## config.mk

```make
export PLATFORM = sky130hd
export DESIGN_NAME = quad_pipe
export DESIGN_NICKNAME = d
export VERILOG_FILES = /design/src/rtl/quad_pkg.sv /design/src/rtl/quad_valid_pipe.sv /design/src/rtl/quad_stage1.sv /design/src/rtl/quad_stage2.sv /design/src/rtl/quad_stage3.sv /design/src/rtl/quad_pipe.sv
export SDC_FILE = /design/constraint.sdc
export NUM_CORES = 2
export LEC_CHECK = 0
export CELL_PAD_IN_SITES_DETAIL_PLACEMENT = 1
export CELL_PAD_IN_SITES_GLOBAL_PLACEMENT = 2
export CORE_MARGIN = 3
export CORE_UTILIZATION = 44
export DETAILED_ROUTE_END_ITERATION = 12
export DONT_BUFFER_PORTS = 1
export GPL_ROUTABILITY_DRIVEN = 0
export PLACE_DENSITY = 0.86
export SLEW_MARGIN = 20
export SYNTH_ARGS = -nofsm -noshare
export SYNTH_HDL_FRONTEND = slang
export SYNTH_SLANG_ARGS = --single-unit
export TNS_END_PERCENT = 5
```

## constraint.sdc

```tcl
create_clock -name clk_i -period 7.2 [get_ports clk_i]
set_input_delay 1.08 -clock clk_i [delete_from_list [all_inputs] [get_ports clk_i]]
set_output_delay 1.08 -clock clk_i [all_outputs]
set_load 0.02 [all_outputs]
```

## src/rtl/quad_pkg.sv

```systemverilog
package quad_pkg;
  localparam int unsigned NUM_STAGES = 3;

  function automatic int unsigned sq_width(int unsigned dw);
    return 2 * dw;
  endfunction

  function automatic int unsigned prod_width(int unsigned dw);
    return 3 * dw;
  endfunction

  function automatic int unsigned res_width(int unsigned dw);
    return 3 * dw + 1;
  endfunction
endpackage

```

## src/rtl/quad_valid_pipe.sv

```systemverilog
module quad_valid_pipe #(
  parameter int unsigned DEPTH = 3
) (
  input  logic             clk_i,
  input  logic             rst_ni,
  input  logic             valid_i,
  output logic [DEPTH-1:0] valid_o
);
  logic [DEPTH-1:0] vq;

  for (genvar g = 0; g < DEPTH; g++) begin : g_stage
    if (g == 0) begin : g_head
      always_ff @(posedge clk_i or negedge rst_ni) begin
        if (!rst_ni) vq[g] <= 1'b0;
        else         vq[g] <= valid_i;
      end
    end else begin : g_tail
      always_ff @(posedge clk_i or negedge rst_ni) begin
        if (!rst_ni) vq[g] <= 1'b0;
        else         vq[g] <= vq[g-1];
      end
    end
  end

  assign valid_o = vq;
endmodule

```

## src/rtl/quad_stage1.sv

```systemverilog
module quad_stage1 #(
  parameter int unsigned DW = 16,
  localparam int unsigned SW = 2 * DW
) (
  input  logic                 clk_i,
  input  logic                 rst_ni,
  input  logic                 en_i,
  input  logic signed [DW-1:0] x_i,
  input  logic signed [DW-1:0] a_i,
  input  logic signed [DW-1:0] b_i,
  input  logic signed [DW-1:0] c_i,
  output logic signed [SW-1:0] sq_o,
  output logic signed [SW-1:0] bx_o,
  output logic signed [DW-1:0] a_o,
  output logic signed [DW-1:0] c_o
);
  logic signed [SW-1:0] x_ext, b_ext, sq_d, bx_d;

  assign x_ext = $signed({{(SW-DW){x_i[DW-1]}}, x_i});
  assign b_ext = $signed({{(SW-DW){b_i[DW-1]}}, b_i});
  // both products fit SW bits exactly, including (-2^(DW-1))^2
  assign sq_d  = x_ext * x_ext;
  assign bx_d  = b_ext * x_ext;

  always_ff @(posedge clk_i or negedge rst_ni) begin
    if (!rst_ni) begin
      sq_o <= '0;
      bx_o <= '0;
      a_o  <= '0;
      c_o  <= '0;
    end else if (en_i) begin
      sq_o <= sq_d;
      bx_o <= bx_d;
      a_o  <= a_i;
      c_o  <= c_i;
    end
  end
endmodule

```

## src/rtl/quad_stage2.sv

```systemverilog
module quad_stage2 #(
  parameter int unsigned DW = 16,
  localparam int unsigned SW = 2 * DW,
  localparam int unsigned PW = 3 * DW,
  localparam int unsigned LW = SW + 1
) (
  input  logic                 clk_i,
  input  logic                 rst_ni,
  input  logic                 en_i,
  input  logic signed [SW-1:0] sq_i,
  input  logic signed [SW-1:0] bx_i,
  input  logic signed [DW-1:0] a_i,
  input  logic signed [DW-1:0] c_i,
  output logic signed [PW-1:0] ax2_o,
  output logic signed [LW-1:0] lin_o
);
  logic signed [PW-1:0] a_ext, sq_ext, ax2_d;
  logic signed [LW-1:0] bx_ext, c_ext, lin_d;

  assign a_ext  = $signed({{(PW-DW){a_i[DW-1]}}, a_i});
  assign sq_ext = $signed({{(PW-SW){sq_i[SW-1]}}, sq_i});
  assign ax2_d  = a_ext * sq_ext;
  assign bx_ext = $signed({bx_i[SW-1], bx_i});
  assign c_ext  = $signed({{(LW-DW){c_i[DW-1]}}, c_i});
  assign lin_d  = bx_ext + c_ext;

  always_ff @(posedge clk_i or negedge rst_ni) begin
    if (!rst_ni) begin
      ax2_o <= '0;
      lin_o <= '0;
    end else if (en_i) begin
      ax2_o <= ax2_d;
      lin_o <= lin_d;
    end
  end
endmodule

```

## src/rtl/quad_stage3.sv

```systemverilog
module quad_stage3 #(
  parameter int unsigned DW = 16,
  localparam int unsigned PW = 3 * DW,
  localparam int unsigned LW = 2 * DW + 1,
  localparam int unsigned YW = 3 * DW + 1
) (
  input  logic                 clk_i,
  input  logic                 rst_ni,
  input  logic                 en_i,
  input  logic signed [PW-1:0] ax2_i,
  input  logic signed [LW-1:0] lin_i,
  output logic signed [YW-1:0] y_o
);
  logic signed [YW-1:0] ax2_ext, lin_ext, y_d;

  assign ax2_ext = $signed({ax2_i[PW-1], ax2_i});
  assign lin_ext = $signed({{(YW-LW){lin_i[LW-1]}}, lin_i});
  assign y_d     = ax2_ext + lin_ext;

  always_ff @(posedge clk_i or negedge rst_ni) begin
    if (!rst_ni)   y_o <= '0;
    else if (en_i) y_o <= y_d;
  end
endmodule

```

## src/rtl/quad_pipe.sv

```systemverilog
module quad_pipe
  import quad_pkg::*;
#(
  parameter int unsigned DW = 16,
  localparam int unsigned SW = sq_width(DW),
  localparam int unsigned PW = prod_width(DW),
  localparam int unsigned LW = SW + 1,
  localparam int unsigned YW = res_width(DW)
) (
  input  logic                 clk_i,
  input  logic                 rst_ni,
  input  logic                 in_valid_i,
  input  logic signed [DW-1:0] x_i,
  input  logic signed [DW-1:0] a_i,
  input  logic signed [DW-1:0] b_i,
  input  logic signed [DW-1:0] c_i,
  output logic                 out_valid_o,
  output logic signed [YW-1:0] y_o
);
  logic [NUM_STAGES-1:0] vld;
  logic signed [SW-1:0]  s1_sq, s1_bx;
  logic signed [DW-1:0]  s1_a, s1_c;
  logic signed [PW-1:0]  s2_ax2;
  logic signed [LW-1:0]  s2_lin;

  quad_valid_pipe #(.DEPTH(NUM_STAGES)) u_vld (
    .clk_i   (clk_i),
    .rst_ni  (rst_ni),
    .valid_i (in_valid_i),
    .valid_o (vld)
  );

  quad_stage1 #(.DW(DW)) u_s1 (
    .clk_i  (clk_i),
    .rst_ni (rst_ni),
    .en_i   (in_valid_i),
    .x_i    (x_i),
    .a_i    (a_i),
    .b_i    (b_i),
    .c_i    (c_i),
    .sq_o   (s1_sq),
    .bx_o   (s1_bx),
    .a_o    (s1_a),
    .c_o    (s1_c)
  );

  quad_stage2 #(.DW(DW)) u_s2 (
    .clk_i  (clk_i),
    .rst_ni (rst_ni),
    .en_i   (vld[0]),
    .sq_i   (s1_sq),
    .bx_i   (s1_bx),
    .a_i    (s1_a),
    .c_i    (s1_c),
    .ax2_o  (s2_ax2),
    .lin_o  (s2_lin)
  );

  quad_stage3 #(.DW(DW)) u_s3 (
    .clk_i  (clk_i),
    .rst_ni (rst_ni),
    .en_i   (vld[1]),
    .ax2_i  (s2_ax2),
    .lin_i  (s2_lin),
    .y_o    (y_o)
  );

  assign out_valid_o = vld[NUM_STAGES-1];
endmodule

```

==> flow_summary.toml <==
[route]
avgRoutedWirePerCell_um = 20.6
wl_mm = 138
drtIter0Drc = 1516
vias = 35300
wl_met2_mm = 68.1
ant_nets = 0
top_layer = "met5"
met1_length_mm = 60.9
first_pass_iters = 5
avgViaCountPerCell = 5.25
dr_wl_met3_mm = 6.10
drc_errors = 0

[die]
core_area_mm2 = 0.109
die-area_mm2 = 0.115
ios = 117
fp.dieH_um = 339
initial_core_util_pct = 44.6
fp-row-count = 121
chipWidth_um = 339

[sta]
finalCriticalPeriod_ps = 6880
hold_viol = 0
fin_setup_tns_ps = 0
layout_setup_ws_ps = 318
max_freq_mhz = 145
rsz0062_at_grt = "no"
drv_slew = 0
post-route-period-util_pct = 95.6
setup_viol = 0
max_slew.worst_pin.slew_ps = 1370
finClkSkew_ps = 25.5
relSlewSlack_pct = 8.98

[critical_path]
cp-end-kind = "register"
crit_type = "reg -> reg"
start_kind = "register"
arrival_ps = 7380
cp_max_fo = 18
cp_data_required_time_ps = 7700

[placement]
port_buffers = 0
dp.cells = 6667
dp_hpwl_mm = 114
place_ws_ps = 67.5

[yosys]
synth.distinct_cells = 81
synthFlopType = "dfrtp_1"
synth_edf_count = 0
ys_seq_area_share_pct = 11.7
synth_cells = 5237
syn_avg_cell_area_um2 = 9.32
yosys_register_bits = 228
syn_area_mm2 = 0.0488
ys.warnings.count = 0
async_reset_ff_share_pct = 100

[finish]
fin_nets = 6639
final_util_pct = 47.7
diodes = 0
fin_cells = 6725
synthToLayoutAreaGrowth_pct = 7.09
drive_above_1_share_pct = 7.83

[grt]
grt-ovfl-total = 0
antenna_found_initial = 2
grt_usage_pct = 24.5
grt_max_degree = 229
grt_pass1_vias = 40500
grt_pass1_wl_mm = 225

[clock_network]
cts_tree = "yes"
cts_made_buffers = 29
cts_buffer_depth = 3
cts.sinks = 228
path_clk_slew_ps = 70
cts_max_level = 1
clockRootBuffer = "clkbuf_16"
worstSkewPairLatency_ps = 630

[status]
status = "finished, final reports clean"

[min_path]
hold_path_class = "in -> async"

[run]
maxCapViolCount = 0
-- state kept, by name (all words and copies together) (netlist names) --
| name | count |
|---|---|
| u_s3.y_o | 49 |
| u_s2.ax2_o | 48 |
| u_s2.lin_o | 33 |
| u_s1.bx_o | 32 |
| u_s1.sq_o | 31 |
| u_s1.a_o | 16 |
| u_s1.c_o | 16 |
| u_vld.valid_o | 3 |
-- layer usage --
metal | up-vias | track usage [%]
li1 | 15900 | -
met1 | 18500 | 32.9
met2 | 695 | 42.5
met3 | 169 | 2.85
met4 | 2 | 5.66
met5 | - | 0
-- cell usage in the layout, fill, tap and decap left out, drive strengths merged, types with 34 or more instances in the layout --
master  count
xor2       41
mux2      158
fa        982
a21oi     175
a21o       96
nand2     597
nand3      42
buf       158
ha        364
o21ai      97
xnor2     135
o21a       39
dfrtp     228
inv      1210
nor2      179
and2      334
clkbuf     34
-- Yosys cell counts (42+ instances only) --
master | number | area share [%]
fa_1 | 982 | 40
ha_1 | 364 | 9.3
mux2_2 | 157 | 3.6
a21oi_1 | 175 | 1.8
nand2_1 | 597 | 4.6
and2_1 | 333 | 4.3
a21o_1 | 96 | 1.5
o21ai_0 | 89 | 0.91
nand3_1 | 42 | 0.43
inv_1 | 1209 | 9.3
nor2_1 | 179 | 1.4
clkbuf_1 | 202 | 1.6
xnor2_1 | 135 | 2.4
dfrtp_1 | 228 | 12
-- final cells by class --
type	count	area [um^2]
sequential	228	5730
inverter	1210	4540
tap	1476	1850
clock inverter	20	264
timing repair buffer	158	1300
multi-input combinational	3599	37800
clock buffer	34	764
fill	12600	57200
-- critical path, stage by stage (launching register included) --
cell and delay [ps]:
dfrtp_1 530, buf_4 370, nand2_1 120, fa_1 530, inv_1 60, fa_1 510
fa_1 590, fa_1 440, fa_1 490, inv_1 50, fa_1 560, inv_1 60
ha_1 300, a21o_1 190, a21o_1 170, a21oi_1 210, o31ai_1 110, a221o_1 320
nor2_1 180, o31ai_2 110, o41a_1 430, xor2_1 160, mux2_2 260
-- logic make-up after synthesis --
kind of cell / count (synthesis) / share of synthesized area (%)
buf+inv: 1415 / 10.9
fa+ha+maj: 1346 / 49.6
simple gates: 1306 / 12.7
compound gates: 601 / 8.19
flops: 228 / 11.7
xor+xnor: 176 / 3.16
mux: 163 / 3.76
other cells: 2 / 0.0154
-- through the flow --
stage	area (um^2)	hold WS, ps
2_1_floorplan	48800	352
3_3_place_gp	51100	477
3_5_place_dp	51100	494
4_1_cts	52200	116
5_1_grt	52300	116
6_report	52300	143
-- path summary, 6_finish.rpt --
| check | endpoint | slack, ps | depth (start not counted) | startpoint |
|---|---|---|---|---|
| min reg2reg | u_s1.bx_o[17] | 500 | 2 | u_s1.bx_o[17] |
| min in group clk_i | u_s1.bx_o[17] | 500 | 2 | u_s1.bx_o[17] |
| min | u_s1.a_o[4] | 140 | 0 | rst_ni |
| max | u_s2.ax2_o[45] | 320 | 22 | u_s1.a_o[8] |
| max in group asynchronous | u_vld.valid_o[1] | 5830 | 0 | rst_ni |
| max reg2reg | u_s2.ax2_o[45] | 320 | 22 | u_s1.a_o[8] |
-- timing repair --
| action | CTS | global route |
|---|---|---|
| resized for setup | 0 | 15 |
| hold buffers | 0 | 0 |
| setup buffers | 0 | 4 |
| setup endpoints to repair | 0 | 14 |
Power is not shown: default switching activity piles up to over one toggle a cycle in this logic, so the estimate is an artifact.
